## src/rtl/csm_pkg.sv

```systemverilog
package csm_pkg;

  // Vectors present at tree level lvl when starting from n summands.
  function automatic int vec_count(input int n, input int lvl);
    int c;
    c = n;
    for (int i = 0; i < lvl; i++) begin
      c = 2 * (c / 3) + (c % 3);
    end
    return c;
  endfunction

  // Levels of 3-to-2 reduction needed to reach at most two vectors.
  function automatic int level_count(input int n);
    int c;
    int l;
    c = n;
    l = 0;
    while (c > 2) begin
      c = 2 * (c / 3) + (c % 3);
      l++;
    end
    return l;
  endfunction

endpackage

```

## src/rtl/csm_pp_gen.sv

```systemverilog
module csm_pp_gen #(
  parameter int N = 6,
  localparam int W = 2 * N
) (
  input  logic [N-1:0]        mcand,
  input  logic [N-1:0]        mplier,
  output logic [N-1:0][W-1:0] summand
);

  for (genvar j = 0; j < N; j++) begin : g_row
    logic [N-1:0] gated;
    assign gated = mcand & {N{mplier[j]}};
    if (j == 0) begin : g_low
      assign summand[j] = {{(W-N){1'b0}}, gated};
    end else if (j == N - 1 && N + j == W - 1) begin : g_top
      assign summand[j] = {1'b0, gated, {j{1'b0}}};
    end else begin : g_mid
      assign summand[j] = {{(W-N-j){1'b0}}, gated, {j{1'b0}}};
    end
  end

endmodule

```

## src/rtl/csm_csa_row.sv

```systemverilog
module csm_csa_row #(
  parameter int W = 12
) (
  input  logic [W-1:0] in_a,
  input  logic [W-1:0] in_b,
  input  logic [W-1:0] in_c,
  output logic [W-1:0] sum_o,
  output logic [W-1:0] cry_o
);

  assign cry_o[0] = 1'b0;

  for (genvar i = 0; i < W; i++) begin : g_bit
    assign sum_o[i] = in_a[i] ^ in_b[i] ^ in_c[i];
    if (i < W - 1) begin : g_cy
      assign cry_o[i+1] = (in_a[i] & in_b[i]) | (in_a[i] & in_c[i]) | (in_b[i] & in_c[i]);
    end
  end

endmodule

```

## src/rtl/csm_tree.sv

```systemverilog
module csm_tree
  import csm_pkg::*;
#(
  parameter int N = 6,
  localparam int W      = 2 * N,
  localparam int LEVELS = level_count(N),
  localparam int LAST   = vec_count(N, LEVELS)
) (
  input  logic [N-1:0][W-1:0] summand,
  output logic [W-1:0]        sum_vec,
  output logic [W-1:0]        carry_vec
);

  logic [N-1:0][W-1:0] stage [0:LEVELS];

  assign stage[0] = summand;

  for (genvar l = 0; l < LEVELS; l++) begin : g_lvl
    localparam int CIN  = vec_count(N, l);
    localparam int GRP  = CIN / 3;
    localparam int REM  = CIN % 3;
    localparam int COUT = 2 * GRP + REM;

    for (genvar g = 0; g < GRP; g++) begin : g_grp
      csm_csa_row #(.W(W)) u_row (
        .in_a  (stage[l][3*g]),
        .in_b  (stage[l][3*g+1]),
        .in_c  (stage[l][3*g+2]),
        .sum_o (stage[l+1][2*g]),
        .cry_o (stage[l+1][2*g+1])
      );
    end

    for (genvar r = 0; r < REM; r++) begin : g_pass
      assign stage[l+1][2*GRP+r] = stage[l][3*GRP+r];
    end

    for (genvar u = COUT; u < N; u++) begin : g_idle
      assign stage[l+1][u] = '0;
    end
  end

  assign sum_vec = stage[LEVELS][0];

  if (LAST >= 2) begin : g_two
    assign carry_vec = stage[LEVELS][1];
  end else begin : g_one
    assign carry_vec = '0;
  end

endmodule

```

## src/rtl/csm_cpa.sv

```systemverilog
module csm_cpa #(
  parameter int W = 12
) (
  input  logic [W-1:0] op_a,
  input  logic [W-1:0] op_b,
  output logic [W-1:0] total
);

  logic [W-1:0] cin;

  assign cin[0] = 1'b0;

  for (genvar i = 0; i < W; i++) begin : g_fa
    assign total[i] = op_a[i] ^ op_b[i] ^ cin[i];
    if (i < W - 1) begin : g_c
      assign cin[i+1] = (op_a[i] & op_b[i]) | (cin[i] & (op_a[i] ^ op_b[i]));
    end
  end

endmodule

```

## src/rtl/carry_save_mul.sv

```systemverilog
module carry_save_mul #(
  parameter int N = 6
) (
  input  logic [N-1:0]   mcand,
  input  logic [N-1:0]   mplier,
  output logic [2*N-1:0] product
);

  localparam int W = 2 * N;

  logic [N-1:0][W-1:0] summand;
  logic [W-1:0]        sum_vec;
  logic [W-1:0]        carry_vec;

  csm_pp_gen #(.N(N)) u_pp (
    .mcand   (mcand),
    .mplier  (mplier),
    .summand (summand)
  );

  csm_tree #(.N(N)) u_tree (
    .summand   (summand),
    .sum_vec   (sum_vec),
    .carry_vec (carry_vec)
  );

  csm_cpa #(.W(W)) u_cpa (
    .op_a  (sum_vec),
    .op_b  (carry_vec),
    .total (product)
  );

endmodule

```

## config.mk

```make
export PLATFORM = sky130hd
export DESIGN_NAME = carry_save_mul
export DESIGN_NICKNAME = d
export VERILOG_FILES = /design/src/rtl/csm_pkg.sv /design/src/rtl/csm_pp_gen.sv /design/src/rtl/csm_csa_row.sv /design/src/rtl/csm_tree.sv /design/src/rtl/csm_cpa.sv /design/src/rtl/carry_save_mul.sv
export SDC_FILE = /design/constraint.sdc
export NUM_CORES = 1
export LEC_CHECK = 0
export ABC_AREA = 1
export BUFFER_PORTS_ARGS = -buffer_cell sky130_fd_sc_hd__buf_4
export CAP_MARGIN = 20
export CORE_MARGIN = 2
export CORE_UTILIZATION = 30
export DETAILED_ROUTE_END_ITERATION = 10
export GPL_ROUTABILITY_DRIVEN = 0
export PLACE_DENSITY = 0.57
export SETUP_SLACK_MARGIN = 0.2
export SLEW_MARGIN = 20
export SYNTH_ARGS = -nofsm -noshare
export SYNTH_HDL_FRONTEND = slang
export SYNTH_SLANG_ARGS = --single-unit
```

## constraint.sdc

```tcl
create_clock -name vclk -period 5.05
set_input_delay 0.505 -clock vclk [all_inputs]
set_output_delay 0.505 -clock vclk [all_outputs]
set_load 0.02 [all_outputs]
```

==> metrics.md, run 1 <==
| Metric | Value |
|---|---|
| Failing checks | negative setup slack |
| P_leak | 0.843 nW |
| Port bufs | 24 |
| Largest net degree at the start of global routing | 7 |
| Net Sw Power | 0.000155 W |
| Sw Ratio | 0.542 |
| Die Footprint | 3520 µm² |
| GRT Total Usage | 0.120 |
| RSZ-0062 raised after global routing | true |
| Final worst-path cycle share | 1.00 |
| Setup WS post-layout | -0.00504 ns |
| Clock buffers | 0 |
| Tmin final | 5.06 ns |
| Hold-fix buffers, CTS | 0 |
| Status | complete, but fails checks |
| DRT antenna net count | 0 |
| Final setup vio count | 1 |
| Initial drt markers | 5 |
| Initial antenna violation count | 0 |
| Hold Path Depth | 5 |
| Row cnt | 20 |
| # diodes | 0 |
| Max Fclk | 198 MHz |
| Starting Density | 0.309 |
| Maximum net fanout on the critical path | 4 |
| Area Growth Syn to Fin | 49.5% |
| Syn nets | 167 |
| Clock network fraction of total power | 0 |
| Synth Cell Area | 920 µm² |
| Total number of vias | 811 |
| Worst hold path type | in -> out |
| Core region area | 2980 µm² |
| Tightest Pin Transition | 0.119 ns |
| Commonest non-fill, non-tap cell in the layout | inv_1 |
| CP Data Arrival Time | 4.55 ns |
| Final hold vios | 0 |
| DP Wirelength | 1.73 mm |
| Final instance area | 1380 µm² |
| Most frequent cells in the layout | 44 x inv_1, 31 x nand2_1, 25 x buf_4 |
| Wirelength, routed | 1.89 mm |
| Fin. max-slew vios | 0 |
| Setup_tns | -0.00504 ns |
| Logic gate share of total power | 1.000 |
| Post-route DRC | 0 |
| Power Internal | 0.000131 W |
| Drt wl/cell | 9.89 µm |
| Synth Area per Inst | 7.54 µm² |
| Die Wd | 59.4 µm |
| Register area | 0 µm² |
| Pre-Repair DR Iteration Count | 4 |
| Worst vdd ir | 0.134 mV |
| Share of post-route cells with drive strength above 1 | 0.373 |
| Nets | 205 |
| Power Density | 209 nW/µm² |
| CP required | 4.55 ns |
| Max-slew headroom | 0.921 |
| Maxcap violations | 0 |
| Synth Instances | 122 |
| Overflow left after global routing | 0 |
| Post-synthesis cell type count | 4 |
| IO Count | 24 |
| Placed Area | 1270 µm² |
| Filler instances | 310 |
| DR vias/cell | 4.25 |
| Synthesis Warnings | 0 |
| WHS | 1.45 ns |
| Sequential power share | 0 |
| Die Span Y | 59.4 µm |
| Register area share after synthesis | 0 |
| Vias in the first global route | 798 |
| Startpoint Class | input port |
| FFs & Latches | 0 |
| Crit Path Category | in -> out |
| Crit path capture type | output pin |
| First-pass GRT wire length | 3.35 mm |
==> final timing paths <==
check                  from          end
hold / removal    mplier[0]   product[0]
setup / recovery  mplier[0]  product[10]
==> critical path, stage by stage <==
cell	delay, ns
buf_4	0.12
nand2_2	0.06
fa_1	0.46
fa_1	0.50
fa_1	0.49
inv_1	0.05
fa_2	0.33
fa_2	0.34
fa_2	0.35
fa_2	0.34
fa_2	0.34
inv_2	0.06
fa_2	0.43
inv_2	0.06
buf_6	0.10
==> power by group through the flow <==
| stage | Combinational (W) | Clock, W | Sequential, W |
|---|---|---|---|
| after detailed placement | 0.000274 | 0 | 0 |
| after global routing | 0.000323 | 0 | 0 |
| after CTS | 0.000282 | 0 | 0 |
| final | 0.000287 | 0 | 0 |
| after floorplan | 0.000190 | 0 | 0 |
| after global placement | 0.000271 | 0 | 0 |
==> logic make-up after synthesis <==
family                   Yosys count  share of synthesized area
buffers and inverters             50                      0.204
AND/OR/NAND/NOR                   39                      0.159
adder cells (fa/ha/maj)           33                      0.637
==> layer usage <==
layer	vias to the layer above	track usage	part of all wire
li1	401	-	-
met1	391	0.157	0.42
met2	19	0.231	0.54
met3	0	0.00437	0.040
met4	0	0	0
met5	-	0	0
==> metrics by stage <==
step                power, W  utilization  cells  worst slack [ns]
finish              0.000287        0.462    191          -0.00504
global route        0.000323        0.462    191            -0.118
CTS                 0.000282        0.439    191           -0.0352
detailed placement  0.000274        0.426    191            -0.227
global placement    0.000271        0.426    191            -0.202
floorplan           0.000190            -    122             0.109
==> cell usage after synthesis <==
cell type | number | area (µm²)
fa_1 | 23 | 460
nand2_1 | 39 | 146
inv_1 | 50 | 188
ha_1 | 10 | 125
==> repair_timing <==
item	in CTS	in global routing
gates resized for setup	14	16
pin swaps	12	4
buffers inserted	0	0
setup endpoints to repair	3	2
==> area by class of cell <==
class                           count  area, µm²  share of cell area
Timing Repair Buffer               36        323               0.235
Inverter                           50        188               0.136
Tap cell                           33       41.3              0.0300
Multi-Input combinational cell     72        823               0.599
Note: power is estimated with default switching activity, not from simulation.
==> run 2, diff against run 1 <==
--- a/config.mk
+++ b/config.mk
@@ -12,7 +12,6 @@
 export CORE_UTILIZATION = 30
 export DETAILED_ROUTE_END_ITERATION = 10
 export GPL_ROUTABILITY_DRIVEN = 0
-export PLACE_DENSITY = 0.57
 export SETUP_SLACK_MARGIN = 0.2
 export SLEW_MARGIN = 20
 export SYNTH_ARGS = -nofsm -noshare
==> constraint.sdc (replaced) <==
create_clock -name vclk -period 5.65
set_input_delay 0.565 -clock vclk [all_inputs]
set_output_delay 0.565 -clock vclk [all_outputs]
set_load 0.02 [all_outputs]
==> run 2 against run 1 <==
  * The flow now finishes without violations
  * Routed wire length fell by 2.4%
  * Hold slack better by 0.014 ns
  * Combinational power fell by 17%
  * Cell count is 6.3% lower
  * Sequential share of layout area did not move
  * Power decreased by 17%
  * Critical path depth is the same
  * Non-clock buffer count shrank 12
  * Count of clock-buffer cells in the layout unchanged
  * Global-route usage shrank 0.34 points
  * Critical path type unchanged
  * Critical endpoint unchanged
==> metrics.md, run 2 (same netlist as run 1, synthesis figures left out) <==
| Metric | Value |
|---|---|
| Vias in the first global route | 795 |
| Tmin final | 5.34 ns |
| GRT Total Usage | 0.117 |
| DR vias/cell | 4.47 |
| Max Fclk | 187 MHz |
| CP required | 5.09 ns |
| Worst vdd ir | 0.127 mV |
| Clock network fraction of total power | 0 |
| Maxcap violations | 0 |
| Crit path capture type | output pin |
| Logic gate share of total power | 1.000 |
| Commonest non-fill, non-tap cell in the layout | inv_1 |
| Status | completed |
| Register area | 0 µm² |
| Starting Density | 0.309 |
| Fin. max-slew vios | 0 |
| Placed Area | 1140 µm² |
| Initial antenna violation count | 0 |
| Sequential power share | 0 |
| Final setup vio count | 0 |
| First-pass GRT wire length | 3.21 mm |
| Largest net degree at the start of global routing | 7 |
| Die Wd | 59.4 µm |
| Most frequent cells in the layout | 49 x inv_1, 34 x nand2_1, 21 x buf_4 |
| Filler instances | 318 |
| Post-route DRC | 0 |
| Tightest Pin Transition | 0.132 ns |
| Share of post-route cells with drive strength above 1 | 0.247 |
| Setup_tns | 0 ns |
| Core region area | 2980 µm² |
| Power Internal | 0.000103 W |
| DP Wirelength | 1.71 mm |
| Die Span Y | 59.4 µm |
| Port bufs | 24 |
| Maximum net fanout on the critical path | 6 |
| Area Growth Syn to Fin | 28.3% |
| Overflow left after global routing | 0 |
| Row cnt | 20 |
| DRT antenna net count | 0 |
| Max-slew headroom | 0.912 |
| Crit Path Category | in -> out |
| Total number of vias | 800 |
| CP Data Arrival Time | 4.78 ns |
| Setup slack at placement | -0.00271 ns |
| Nets | 193 |
| Overall power | 0.000237 W |
| Setup WS post-layout | 0.309 ns |
| # diodes | 0 |
| Wirelength, routed | 1.84 mm |
| Initial drt markers | 28 |
| FFs & Latches | 0 |
| Die Footprint | 3520 µm² |
| IO Count | 24 |
| Drt wl/cell | 10.3 µm |
| RSZ-0062 raised after global routing | true |
| Final hold vios | 0 |
| Net Sw Power | 0.000133 W |
| Post-CTS setup buffers | 0 |
| Clock buffers | 0 |
| P_leak | 0.761 nW |
| Pre-Repair DR Iteration Count | 4 |
| Power Density | 201 nW/µm² |
| Final worst-path cycle share | 0.945 |
| Final instance area | 1180 µm² |
| Worst hold path type | in -> out |
| Startpoint Class | input port |
| Sw Ratio | 0.563 |
[run 2: cell type report]
| type | instances | area [µm²] | area share |
|---|---|---|---|
| Multi-Input combinational cell | 72 | 759 | 0.644 |
| Timing Repair Buffer | 24 | 191 | 0.162 |
| Inverter | 50 | 188 | 0.159 |
| Tap cell | 33 | 41.3 | 0.0350 |
[run 2: worst paths after layout]
check	start	end	cells past startpoint
setup / recovery	mplier[1]	product[10]	15
hold / removal	mplier[0]	product[0]	4
[run 2: what timing repair did]
action | 4_1_cts | 5_1_grt
setup endpoints to repair | 2 | 1
pin swaps | 4 | 10
resized for setup | 5 | 10
hold buffers | 0 | 0
[run 2: through the flow]
step	hold WS [ns]	instances	utilization
3_3_place_gp	1.46	179	0.383
4_1_cts	1.47	179	0.387
3_5_place_dp	1.47	179	0.383
6_report	1.47	179	0.396
2_1_floorplan	1.25	122	-
5_1_grt	1.52	179	0.396
[run 2: worst max-delay path, stage by stage]
cell and delay (ns):
buf_4 0.12, nand2_2 0.06, fa_1 0.48, fa_1 0.51, fa_1 0.50, inv_1 0.06, fa_2 0.40, fa_2 0.37
fa_2 0.36, fa_2 0.34, fa_2 0.34, inv_2 0.06, fa_1 0.41, inv_1 0.08, buf_6 0.11
[run 2: power groups by stage]
stage,Clock (W),Combinational [W],Sequential (W)
3_5_place_dp,0,0.000234,0
4_1_cts,0,0.000239,0
3_3_place_gp,0,0.000226,0
6_report,0,0.000237,0
2_1_floorplan,0,0.000158,0
5_1_grt,0,0.000267,0
[run 2: per-layer routing]
metal	GRT usage	up-vias	wire [µm]
li1	-	374	-
met1	0.143	403	682
met3	0	0	102
met4	0.00325	0	0
met5	0	-	0
met2	0.237	23	1060
==> run 3, diff against run 2 <==
--- a/config.mk
+++ b/config.mk
@@ -5,13 +5,14 @@
 export SDC_FILE = /design/constraint.sdc
 export NUM_CORES = 1
 export LEC_CHECK = 0
-export ABC_AREA = 1
+export ABC_AREA = 0
 export BUFFER_PORTS_ARGS = -buffer_cell sky130_fd_sc_hd__buf_4
 export CAP_MARGIN = 20
 export CORE_MARGIN = 2
-export CORE_UTILIZATION = 30
+export CORE_UTILIZATION = 51
 export DETAILED_ROUTE_END_ITERATION = 10
 export GPL_ROUTABILITY_DRIVEN = 0
+export PLACE_DENSITY = 0.81
 export SETUP_SLACK_MARGIN = 0.2
 export SLEW_MARGIN = 20
 export SYNTH_ARGS = -nofsm -noshare
==> constraint.sdc (replaced) <==
create_clock -name vclk -period 4.4
set_input_delay 0.44 -clock vclk [all_inputs]
set_output_delay 0.44 -clock vclk [all_outputs]
set_load 0.02 [all_outputs]
==> run 3 against run 2 <==
  * The flow now finishes with violations (negative setup slack)
  * Setup slack worse by 0.87 ns
  * Non-clock buffer count up 7
  * Hold slack worse by 0.23 ns
  * Cell count down 20%
  * Global-route usage up 8.5 points
  * Sequential cell count unchanged
  * Critical path depth unchanged
  * Via count down 10%
  * Power up 38%
  * First-iteration DRC count down 79%
  * Largest power group unchanged
==> metrics.md, run 3 <==
| Metric | Value |
|---|---|
| Die Span Y | 45.6 µm |
| Hold-fix buffers, CTS | 0 |
| Synthesis Warnings | 0 |
| Drt wl/cell | 12.4 µm |
| Die Wd | 45.6 µm |
| Syn nets | 141 |
| Crit Path Category | in -> out |
| RSZ-0062 raised after global routing | true |
| Setup crit start | mplier[1] |
| CP required | 3.96 ns |
| Vias in the first global route | 782 |
| WHS | 1.24 ns |
| Worst path cell trace | buf_6 > nand2_4 > fa_1 > fa_1 > fa_1 > inv_1 > fa_2 > fa_2 > fa_2 > fa_2 > fa_2 > inv_2 > fa_2 > inv_2 > buf_6 |
| Power Density | 259 nW/µm² |
| Initial drt markers | 6 |
| Worst vdd ir | 0.191 mV |
| Startpoint Class | input port |
| Final instance area | 1260 µm² |
| Yosys top cell by area | fa_1 |
| Maxcap violations | 0 |
| Register area | 0 µm² |
| Initial antenna violation count | 0 |
| Setup WS post-layout | -0.563 ns |
| Register area share after synthesis | 0 |
| Placed Area | 1180 µm² |
| Nets | 174 |
| Most frequent cells in the layout | 23 x inv_1, 21 x and2_1, 21 x buf_4 |
| Crit path buffers/inverters | 5 |
| Post-CTS setup buffers | 0 |
| Port bufs | 24 |
| Post-synthesis cell type count | 6 |
| Die Footprint | 2080 µm² |
| DRT antenna net count | 0 |
| Synth Instances | 96 |
| Final hold vios | 0 |
| Crit path capture type | output pin |
| DP Wirelength | 1.65 mm |
| Total number of vias | 720 |
| P_leak | 0.655 nW |
| Largest net degree at the start of global routing | 7 |
| Final worst-path cycle share | 1.13 |
| Tmin final | 4.96 ns |
| Most used cell, CP | fa_2 |
| Hold Path Depth | 3 |
| Pre-Repair DR Iteration Count | 4 |
| Synth Area per Inst | 9.19 µm² |
| Final setup vio count | 3 |
| Starting Density | 0.528 |
| Max Fclk | 202 MHz |
| DR vias/cell | 5.00 |
| IO Count | 24 |
| Most frequent cell after synthesis | inv_1 |
| Slowest CP cell | fa_1 |
| FFs & Latches | 0 |
| Post-route DRC | 0 |
| Commonest cells post-synth | 26 x inv_1, 23 x fa_1, 22 x and2_1, 14 x nand2_1, 10 x ha_1 |
| Min-delay src | mcand[0] |
| Worst path max stage delay | 0.53 ns |
| Area Growth Syn to Fin | 43.0% |
| Worst Hold Path EP | product[0] |
| Top cells by area, synth | fa_1 52%, and2_1 16%, ha_1 14% |
| Overflow left after global routing | 0 |
| CP Data Arrival Time | 4.52 ns |
| # diodes | 0 |
| GRT Total Usage | 0.202 |
| Number of instances in the placed design | 144 |
| Max-slew headroom | 0.912 |
| Commonest non-fill, non-tap cell in the layout | inv_1 |
| Failing checks | negative setup slack |
| Fin. max-slew vios | 0 |
| First-pass GRT wire length | 3.02 mm |
| Wirelength, routed | 1.79 mm |
| Row cnt | 15 |
| Maximum net fanout on the critical path | 6 |
| Clock buffers | 0 |
| Setup slack at placement | -0.760 ns |
| Status | complete, but fails checks |
| Worst hold path type | in -> out |
| Share of post-route cells with drive strength above 1 | 0.402 |
| Synth Cell Area | 882 µm² |
| Post-Layout Cell Count | 144 |
| CP delay by family, top | adder cells |
| Core region area | 1670 µm² |
| Post-synth top area share | 0.522 |
| Tightest Pin Transition | 0.131 ns |
run 3: through the flow:
stage | TNS (ns) | total power [W] | util
floorplan | -0.740 | 0.000219 | -
global placement | -1.59 | 0.000297 | 0.706
detailed placement | -1.79 | 0.000311 | 0.706
CTS | -1.31 | 0.000332 | 0.741
global route | -1.45 | 0.000363 | 0.755
finish | -1.23 | 0.000327 | 0.755
run 3: final cells by class:
cell class,count,area [µm²]
multi-input cells,70,861
fillers,126,409
repair buffers,31,282
inverters,26,97.6
well taps,17,21.3
run 3: kinds of logic (layout without fill, tap and decap cells):
logic type | Yosys count | in the layout | synth area share
AND/OR/NAND/NOR | 36 | 36 | 0.216
XOR/XNOR | 1 | 1 | 0.00993
adder cells (fa/ha/maj) | 33 | 33 | 0.664
buffers and inverters | 26 | 57 | 0.111
run 3: worst max path at each step:
stage / depth (start not counted) / slack (ns) / end
2_1_floorplan: 13 / -0.41 / product[10]
3_3_place_gp: 15 / -0.69 / product[10]
3_5_place_dp: 15 / -0.76 / product[10]
4_1_cts: 15 / -0.59 / product[10]
5_1_grt: 15 / -0.65 / product[10]
6_report: 15 / -0.56 / product[10]
run 3: worst min-delay path, stage by stage:
cell and delay [ns]:
buf_6 0.11, and2_1 0.12, buf_4 0.13
run 3: timing repair:
item	4_1_cts	5_1_grt
gates resized for setup	18	6
endpoints found under the setup margin	4	4
pin swaps	12	5
run 3: report_power, final:
group | internal [W] | total (W) | switching [W]
registers | 0 | 0 | 0
logic | 0.000154 | 0.000327 | 0.000173
clock network | 0 | 0 | 0
run 3: per-layer routing:
| layer | vias to the layer above | global-route usage | routed length [µm] |
|---|---|---|---|
| met5 | - | 0 | 0 |
| met4 | 0 | 0.0176 | 19 |
| met3 | 2 | 0.00794 | 59 |
| met2 | 16 | 0.423 | 1050 |
| met1 | 365 | 0.224 | 660 |
| li1 | 337 | - | - |
